**src/rtl/coal_pkg.sv**
```systemverilog
`timescale 1ns/1ps
package coal_pkg;
  typedef enum logic [0:0] {
    ST_IDLE = 1'b0,
    ST_BUSY = 1'b1
  } coal_state_e;
endpackage

```
**src/rtl/coal_pick.sv**
```systemverilog
`timescale 1ns/1ps
// Lowest set bit finder over the pending lanes.
module coal_pick #(
  parameter int LANES = 32,
  parameter int IDX_W = $clog2(LANES)
) (
  input  logic [LANES-1:0] pend,
  output logic [IDX_W-1:0] lead,
  output logic             any
);
  always_comb begin
    lead = '0;
    any  = |pend;
    for (int i = LANES - 1; i >= 0; i--) begin
      if (pend[i]) lead = IDX_W'(i);
    end
  end
endmodule

```
**src/rtl/coal_match.sv**
```systemverilog
`timescale 1ns/1ps
// Compares every lane's segment tag with the leader's tag.
module coal_match #(
  parameter int LANES   = 32,
  parameter int ADDR_W  = 32,
  parameter int SEG_LSB = 7,
  parameter int IDX_W   = $clog2(LANES)
) (
  input  logic [LANES-1:0][ADDR_W-1:0] addr,
  input  logic [LANES-1:0]             pend,
  input  logic [IDX_W-1:0]             lead,
  output logic [LANES-1:0]             hit,
  output logic [ADDR_W-1:0]            base
);
  localparam int TAG_W = ADDR_W - SEG_LSB;
  localparam logic [ADDR_W-1:0] OFS_MASK = ADDR_W'((64'd1 << SEG_LSB) - 64'd1);

  logic [ADDR_W-1:0] lead_addr;
  logic [TAG_W-1:0]  lead_tag;

  assign lead_addr = addr[lead];
  assign lead_tag  = lead_addr[ADDR_W-1:SEG_LSB];
  assign base      = lead_addr & ~OFS_MASK;

  for (genvar g = 0; g < LANES; g++) begin : g_cmp
    assign hit[g] = pend[g] && (addr[g][ADDR_W-1:SEG_LSB] == lead_tag);
  end
endmodule

```
**src/rtl/warp_coalescer.sv**
```systemverilog
`timescale 1ns/1ps
module warp_coalescer #(
  parameter int LANES     = 32,
  parameter int ADDR_W    = 32,
  parameter int SEG_BYTES = 128
) (
  input  logic                    clk,
  input  logic                    rst,
  input  logic                    req_valid_i,
  output logic                    req_ready_o,
  input  logic [LANES*ADDR_W-1:0] req_addr_i,
  input  logic [LANES-1:0]        req_mask_i,
  output logic                    txn_valid_o,
  input  logic                    txn_ready_i,
  output logic [ADDR_W-1:0]       txn_base_o,
  output logic [LANES-1:0]        txn_lanes_o,
  output logic                    done_o
);
  import coal_pkg::*;

  localparam int SEG_LSB = $clog2(SEG_BYTES);
  localparam int IDX_W   = $clog2(LANES);

  coal_state_e                 state_q;
  logic [LANES-1:0][ADDR_W-1:0] addr_q;
  logic [LANES-1:0]             pend_q;
  logic                         txn_valid_q;
  logic [ADDR_W-1:0]            txn_base_q;
  logic [LANES-1:0]             txn_lanes_q;
  logic                         last_q;
  logic                         empty_q;

  logic [IDX_W-1:0]  lead;
  logic              pend_any;
  logic [LANES-1:0]  hit;
  logic [ADDR_W-1:0] seg_base;
  logic              slot_free;
  logic              txn_fire;
  logic [LANES-1:0]  pend_next;

  coal_pick #(.LANES(LANES), .IDX_W(IDX_W)) u_pick (
    .pend (pend_q),
    .lead (lead),
    .any  (pend_any)
  );

  coal_match #(.LANES(LANES), .ADDR_W(ADDR_W), .SEG_LSB(SEG_LSB), .IDX_W(IDX_W)) u_match (
    .addr (addr_q),
    .pend (pend_q),
    .lead (lead),
    .hit  (hit),
    .base (seg_base)
  );

  assign txn_fire  = txn_valid_q && txn_ready_i;
  assign slot_free = !txn_valid_q || txn_ready_i;
  assign pend_next = pend_q & ~hit;

  always_ff @(posedge clk) begin
    if (rst) begin
      state_q     <= ST_IDLE;
      addr_q      <= '0;
      pend_q      <= '0;
      txn_valid_q <= 1'b0;
      txn_base_q  <= '0;
      txn_lanes_q <= '0;
      last_q      <= 1'b0;
      empty_q     <= 1'b0;
    end else begin
      empty_q <= 1'b0;
      case (state_q)
        ST_IDLE: begin
          if (req_valid_i) begin
            addr_q <= req_addr_i;
            pend_q <= req_mask_i;
            if (req_mask_i == '0) empty_q <= 1'b1;
            else                  state_q <= ST_BUSY;
          end
        end
        default: begin
          if (slot_free) begin
            if (pend_any) begin
              txn_valid_q <= 1'b1;
              txn_base_q  <= seg_base;
              txn_lanes_q <= hit;
              last_q      <= (pend_next == '0);
              pend_q      <= pend_next;
            end else begin
              txn_valid_q <= 1'b0;
            end
            if (txn_fire && last_q) state_q <= ST_IDLE;
          end
        end
      endcase
    end
  end

  assign req_ready_o = (state_q == ST_IDLE);
  assign txn_valid_o = txn_valid_q;
  assign txn_base_o  = txn_base_q;
  assign txn_lanes_o = txn_lanes_q;
  assign done_o      = (txn_fire && last_q) || empty_q;
endmodule

```
**config.mk**
```make
export PLATFORM = sky130hd
export DESIGN_NAME = warp_coalescer
export DESIGN_NICKNAME = d
export VERILOG_FILES = /design/src/rtl/coal_pkg.sv /design/src/rtl/coal_pick.sv /design/src/rtl/coal_match.sv /design/src/rtl/warp_coalescer.sv
export SDC_FILE = /design/constraint.sdc
export NUM_CORES = 2
export LEC_CHECK = 0
export ABC_AREA = 1
export BUFFER_PORTS_ARGS = -buffer_cell sky130_fd_sc_hd__buf_2
export CAP_MARGIN = 30
export CORE_AREA = 2 2 437 439
export CTS_CLUSTER_SIZE = 20
export DETAILED_ROUTE_END_ITERATION = 7
export DIE_AREA = 0 0 439 441
export SLEW_MARGIN = 5
export SYNTH_ARGS = -nofsm -noshare
export SYNTH_HDL_FRONTEND = slang
export SYNTH_SLANG_ARGS = --single-unit
export TNS_END_PERCENT = 1
```
**constraint.sdc**
```tcl
create_clock -name clk -period 4 [get_ports clk]
set_input_delay 0.8 -clock clk [delete_from_list [all_inputs] [get_ports clk]]
set_output_delay 0.8 -clock clk [all_outputs]
set_load 0.03 [all_outputs]
```
# ---- Word-level counts from Yosys, hierarchy flattened
# Cells that the tools add are included.
# W data, S select, Z words.
dict set report op_classes {
  addsub 0
  mul 0
  div 0
  order_cmp 1
  eq_ne 34
  shift 0
  muxes 45
  bitwise 4
  n_reduce_logical 46
}
# cell n
set ops {}
lappend ops {{$eq A25 B25 Y1} 32}
lappend ops {{$bmux W32 S5} 1}
lappend ops {{$mux W32} 5}
lappend ops {{$mux W5} 32}
lappend ops {{$logic_not A32 Y1} 2}
lappend ops {{$logic_and A1 B1 Y1} 34}
lappend ops {{$and A32 B32 Y32} 1}
lappend ops {{$not A32 Y32} 1}
lappend ops {{$reduce_or A32 Y1} 1}
lappend ops {{$mux W1} 7}
lappend ops {{$lt A5 B6 Y1 const B} 1}
lappend ops {{$reduce_and A3 Y1} 2}
lappend ops {{$ne A2 B1 Y1 const B} 2}
lappend ops {{$reduce_and A2 Y1} 2}
lappend ops {{$reduce_or A3 Y1} 1}
lappend ops {{$logic_or A1 B1 Y1} 2}
lappend ops {{$not A1 Y1} 2}
lappend ops {{$reduce_bool A2 Y1} 1}
lappend ops {{$logic_not A1 Y1} 1}
dict set report totals {
  reg_bits 1117
  latch_bits 0
  ramBits 0
  rom_bits 0
  inputBits 1060
  output_inout_bits 67
  wordCells 169
  mem_count 0
}

# ---- Logic depth before layout (Yosys ltp)
dict set report depth {
  depth_word 41
  ltp_mapped 56
  depth_no_buf 54
}

# ---- Modules after synthesis
# Synthesis repeated with hierarchy kept, for this count alone.
dict set report hier_totals {
  cells_unflattened 10507
  hier_area_um2 63583.5
}
# mod instances cells_per_inst area_each_um2 seq_area_each_um2
set modules_own_cells {}
lappend modules_own_cells {warp_coalescer 1 4999 39147.5 22501.6}
lappend modules_own_cells {coal_match 1 5401 23965.5 0.0}
lappend modules_own_cells {coal_pick 1 107 470.5 0.0}

# ---- Worst setup path before layout
# Ideal clock, no wire load.
dict set report synth_path {
  kind {reg-to-reg}
  from {register pend_q[29]}
  to {register last_q}
  setup_ps 70
  t_arrival_ps 3852
  t_required_ps 3930
  setup_slack_ps 77
  stages_incl_launch_ff 53
  path_buffers 4
  period_less_slack_ps 3923
  path_cell_list {dfxtp_1 inv_1 nand2_1 nand2_1 nand2_1 nand2_1 nand2_1 nand2_1 nand2_1 nand2_1 nand2_1 nand2_1 nand2_1 nand2_1 nand2_1 nand2_1 nand2_1 nand2_1 [17 not listed] nand3_1 nand3_1 nand3_1 nand3_2 nand2_2 buf_2 xor2_1 a21oi_1 nand2_1 nor2_1 nand2_1 nand2_1 nand2_1 nor2_1 nand2_1 nor2_1 nand3_1 a21oi_1}
}
dict set report synth_between {
  elab_chain_cells 37
  word_cells_on_any_way 101
  cone_classes {32 x eq/ne; 32 x mux; 2 x bitwise; 35 x reduce/logical}
}
# item line
set synth_rtl {}
lappend synth_rtl {{start: declaration} warp_coalescer.sv:26} ;# logic [LANES-1:0] pend_q;
lappend synth_rtl {{start signal: assignment} warp_coalescer.sv:75} ;# pend_q <= req_mask_i;
lappend synth_rtl {{start signal: assignment} warp_coalescer.sv:87} ;# pend_q <= pend_next;
lappend synth_rtl {{$mux W5 (30 in a row)} coal_pick.sv:15} ;# if (pend[i]) lead = IDX_W'(i);
lappend synth_rtl {{$bmux W32 S5} coal_match.sv:21} ;# assign lead_addr = addr[lead];
lappend synth_rtl {{$mux W32 (not written as such)} coal_match.sv:21}
lappend synth_rtl {{$eq A25 B25 Y1} coal_match.sv:26} ;# assign hit[g] = pend[g] && (addr[g][ADDR_W-1:SEG_LSB] == lead_tag);
lappend synth_rtl {{$logic_and A1 B1 Y1} coal_match.sv:26}
lappend synth_rtl {{$not A32 Y32} warp_coalescer.sv:57} ;# assign pend_next = pend_q & ~hit;
lappend synth_rtl {{$and A32 B32 Y32} warp_coalescer.sv:57}
lappend synth_rtl {{$logic_not A32 Y1} warp_coalescer.sv:86} ;# last_q <= (pend_next == '0);
lappend synth_rtl {{end signal: assignment} warp_coalescer.sv:86}
lappend synth_rtl {{end: declaration} warp_coalescer.sv:30} ;# logic last_q;
# Several ways; a longest one is shown, not always the timed one. The select of a mux whose other input is x is not followed.
# A chain may end at the register's enable or synchronous reset.

# ---- Worst setup path after layout
dict set report layout_path {
  from {register pend_q[31]}
  to {register last_q}
}
dict set report layout_between {
  elab_chain_cells 39
  word_cells_on_any_way 103
  cone_classes {32 x eq/ne; 34 x mux; 2 x bitwise; 35 x reduce/logical}
}
# item line
set layout_rtl {}
lappend layout_rtl {{$mux W5 (32 in a row)} coal_pick.sv:15}
lappend layout_rtl {{$bmux W32 S5} coal_match.sv:21}
lappend layout_rtl {{$mux W32 (not written as such)} coal_match.sv:21}
lappend layout_rtl {{$eq A25 B25 Y1} coal_match.sv:26}
lappend layout_rtl {{$logic_and A1 B1 Y1} coal_match.sv:26}
lappend layout_rtl {{$not A32 Y32} warp_coalescer.sv:57}
lappend layout_rtl {{$and A32 B32 Y32} warp_coalescer.sv:57}
lappend layout_rtl {{$logic_not A32 Y1} warp_coalescer.sv:86}
# Several ways; a longest one is shown, not always the timed one. The select of a mux whose other input is x is not followed.

==> flow_summary.ini <==
[run_status]
status = complete, but fails checks
violations = negative setup slack

[timing]
drv_slew = 0
skew_ps = 43.3
tightest_slew_ps = 1180
rsz0062_at_grt = true
finalCritPeriodShare_pct = 137
finalHoldViolCount = 0
setup_viol = 87
final.setup.worst_slack_ps = -1480
clock.fmax_mhz = 183
period_needed_ps = 5480
slew_headroom_pct = 20.6
fin_tns_setup_ps = -76490

[die]
dieArea_um2 = 194000
initial_core_util_pct = 27.5
placementRows = 160
core_area_um2 = 189000
die_h_um = 441
ioPinCount = 1127
fp.dieW_um = 439

[synth]
synth_common_cells = nand2_1, nand3_1, nor2_1, dfxtp_1, o21ai_0
synth_edf_count = 0
yosysTopAreaCellShare_pct = 34.3
synth_cell_type_count = 34
syn_area_per_cell_um2 = 6.25
synth.largest_area_cell = dfxtp_1
synthFlopType = dfxtp_1
synth_warnings = 0
synth_area_leaders = dfxtp_1, nand3_1, nand2_1
synthArstFlopShare_pct = 0
syn_inst = 8331
yosysSeqAreaShare_pct = 34.3
synth_seq_cells = 893
synth.most_common_cell = nand2_1
syn_area_um2 = 52100

[grt]
grt_usage_pct = 37.1
grt_pass1_vias = 62352
antenna_found_initial = 70
grt_overflow_total = 0
grt_max_degree = 163
grt_pass1_wl_mm = 500

[detailed_routing]
dr.max_layer_used = met5
wire_per_inst_um = 30.6
drc = 0
wl_met2_mm = 165
firstDrtPassIters = 6
route.layer.met1.wl_mm = 145
ant_nets = 0
viasPerCell = 5.42
wl_mm = 377
drt_iter0_drc = 8766
wl_met3_mm = 32.2
vias = 66665

[critical_path]
crit_end = last_q
r2r-end = last_q
arrival_ps = 6200
cp-start-kind = flop
max_stage_delay_ps = 340
end_kind = flop
reg2regPathDepth = 41
r2r_start = pend_q[31]
path_common_cell = nand2_1
crit_fanout = 23
reg2reg_slack_ps = -1480
slowest_stage = dfxtp_1
worstPathRequired_ps = 4720
critPathKind = reg2reg
crit_path_start = pend_q[31]

[power]
leakage_nw = 32.6
power_mw = 59.1
peakVddDrop_mv = 0.414
p_per_area_nw_per_um2 = 815

[layout]
drive_gt1_share_pct = 25.3
fin_nets = 10713
area_growth_pct = 39.1

[place]
place.gp.congestion = 1.06
port_buffers = 895
dp_hpwl_mm = 304

[clocking]
worstSkewPairLatency_ps = 800
clock_path_buffers = 3
h-tree-depth = 3
cts_hold_buf = 0
cts_root_buf = clkbuf_16
numCtsBuffers = 111
clk_pin_slew_ps = 70
cts_sinks = 893
cts_tree = yes

[hold_path]
hold_path.class = in2reg

[job]
max_cap_viol_count = 0
-- through the flow --
stage                     instance area, um^2  instances  hold WS, ps  setup WS [ps]  utilization, %
after floorplan                         52100       8337          446           77.3               -
after global placement                  65000      11974          457          -2360            34.4
after detailed placement                65100      11979          452          -2170            34.4
after CTS                               71000      12226          228          -1380            37.5
after global routing                    72400      12278          257          -1840            38.3
final                                   72500      12296          262          -1480            38.3
-- sequential cells by signal, summed over array words and instances, names as in the netlist --
signal / flops
pend_q: 32
txn_base_o: 25
addr_q: 800
state_q: 1
txn_lanes_o: 32
empty_q: 1
txn_valid_o: 1
last_q: 1
-- cells in the final DEF (no fill, tap or decap), drive strengths merged --
cell      netlist  routed
clkinvlp        0      14
nor3            2       2
clkinv          3      30
o21bai          1       1
o31ai           2       2
conb            1       7
buf           231    1813
bufbuf          0       8
xnor2          22      22
a21oi         627     627
nand3        1433    1433
bufinv          0      19
or2             4       4
a311oi          1       1
nand4          59      59
nor4           11      11
diode           0      40
o211ai         48      48
nor2          910     910
xor2          265     265
o21ai         852     852
inv           681     684
clkbuf        394     149
a221oi          4       4
nand3b         20      20
dfxtp         893     893
nand2        1867    1867
-- report_power, final --
| part | internal [mW] | leakage (nW) | switching, mW |
|---|---|---|---|
| Clock | 6.67 | 1.94 | 4.67 |
| Combinational | 13.4 | 23.3 | 23.6 |
| Sequential | 9.74 | 7.39 | 0.947 |
| Total | 29.8 | 32.6 | 29.2 |
-- worst max-delay path: cells and delay by family (launching register included) --
kind / cells / cell delay (ps)
AOI/OAI and AO/OA: 4 / 710
and+or+nand+nor: 29 / 2960
buffers and inverters: 8 / 1350
DFF: 1 / 340
-- timing repair --
action / CTS / global route
pin swaps: 50 / 101
setup buffers: 32 / 25
resized for setup: 319 / 244
endpoints found under the setup margin: 87 / 88
cloned: 10 / 6
-- cell type report --
cell class | count | area (um^2)
Antenna cell | 40 | 100
Clock buffer | 142 | 3070
Clock inverter | 63 | 903
Fill cell | 20528 | 117000
Inverter | 684 | 2640
Multi-Input combinational cell | 6135 | 30900
Sequential cell | 893 | 17900
Tap cell | 2511 | 3140
Timing Repair Buffer | 1828 | 13900
-- worst min path at each step --
stage                          from               to  slack (ps)  cells after the start
floorplan                    last_q           last_q         450                      2
global placement    txn_lanes_o[21]  txn_lanes_o[21]         460                      2
detailed placement  txn_lanes_o[14]  txn_lanes_o[14]         450                      2
CTS                 req_addr_i[350]      addr_q[350]         230                      3
global route        req_addr_i[797]      addr_q[797]         260                      3
finish              req_addr_i[271]      addr_q[271]         260                      3
-- layer usage --
| layer | global-route usage, % | vias up |
|---|---|---|
| li1 | - | 29835 |
| met1 | 45.2 | 31939 |
| met2 | 57.9 | 3936 |
| met3 | 6.85 | 939 |
| met4 | 28.4 | 16 |
| met5 | 0 | - |
-- cell families (layout without fill, tap and decap cells) --
| logic type | count (synthesis) | after routing | synth area share [%] |
|---|---|---|---|
| XOR/XNOR | 287 | 287 | 4.82 |
| flip-flops | 893 | 893 | 34.3 |
| other | 1 | 47 | 0.00720 |
| AO/OA/AOI/OAI | 1535 | 1535 | 15.0 |
| buffers and inverters | 1309 | 2717 | 10.5 |
| AND/OR/NAND/NOR | 4306 | 4306 | 35.3 |
Note: power is estimated with default switching activity, not from simulation.
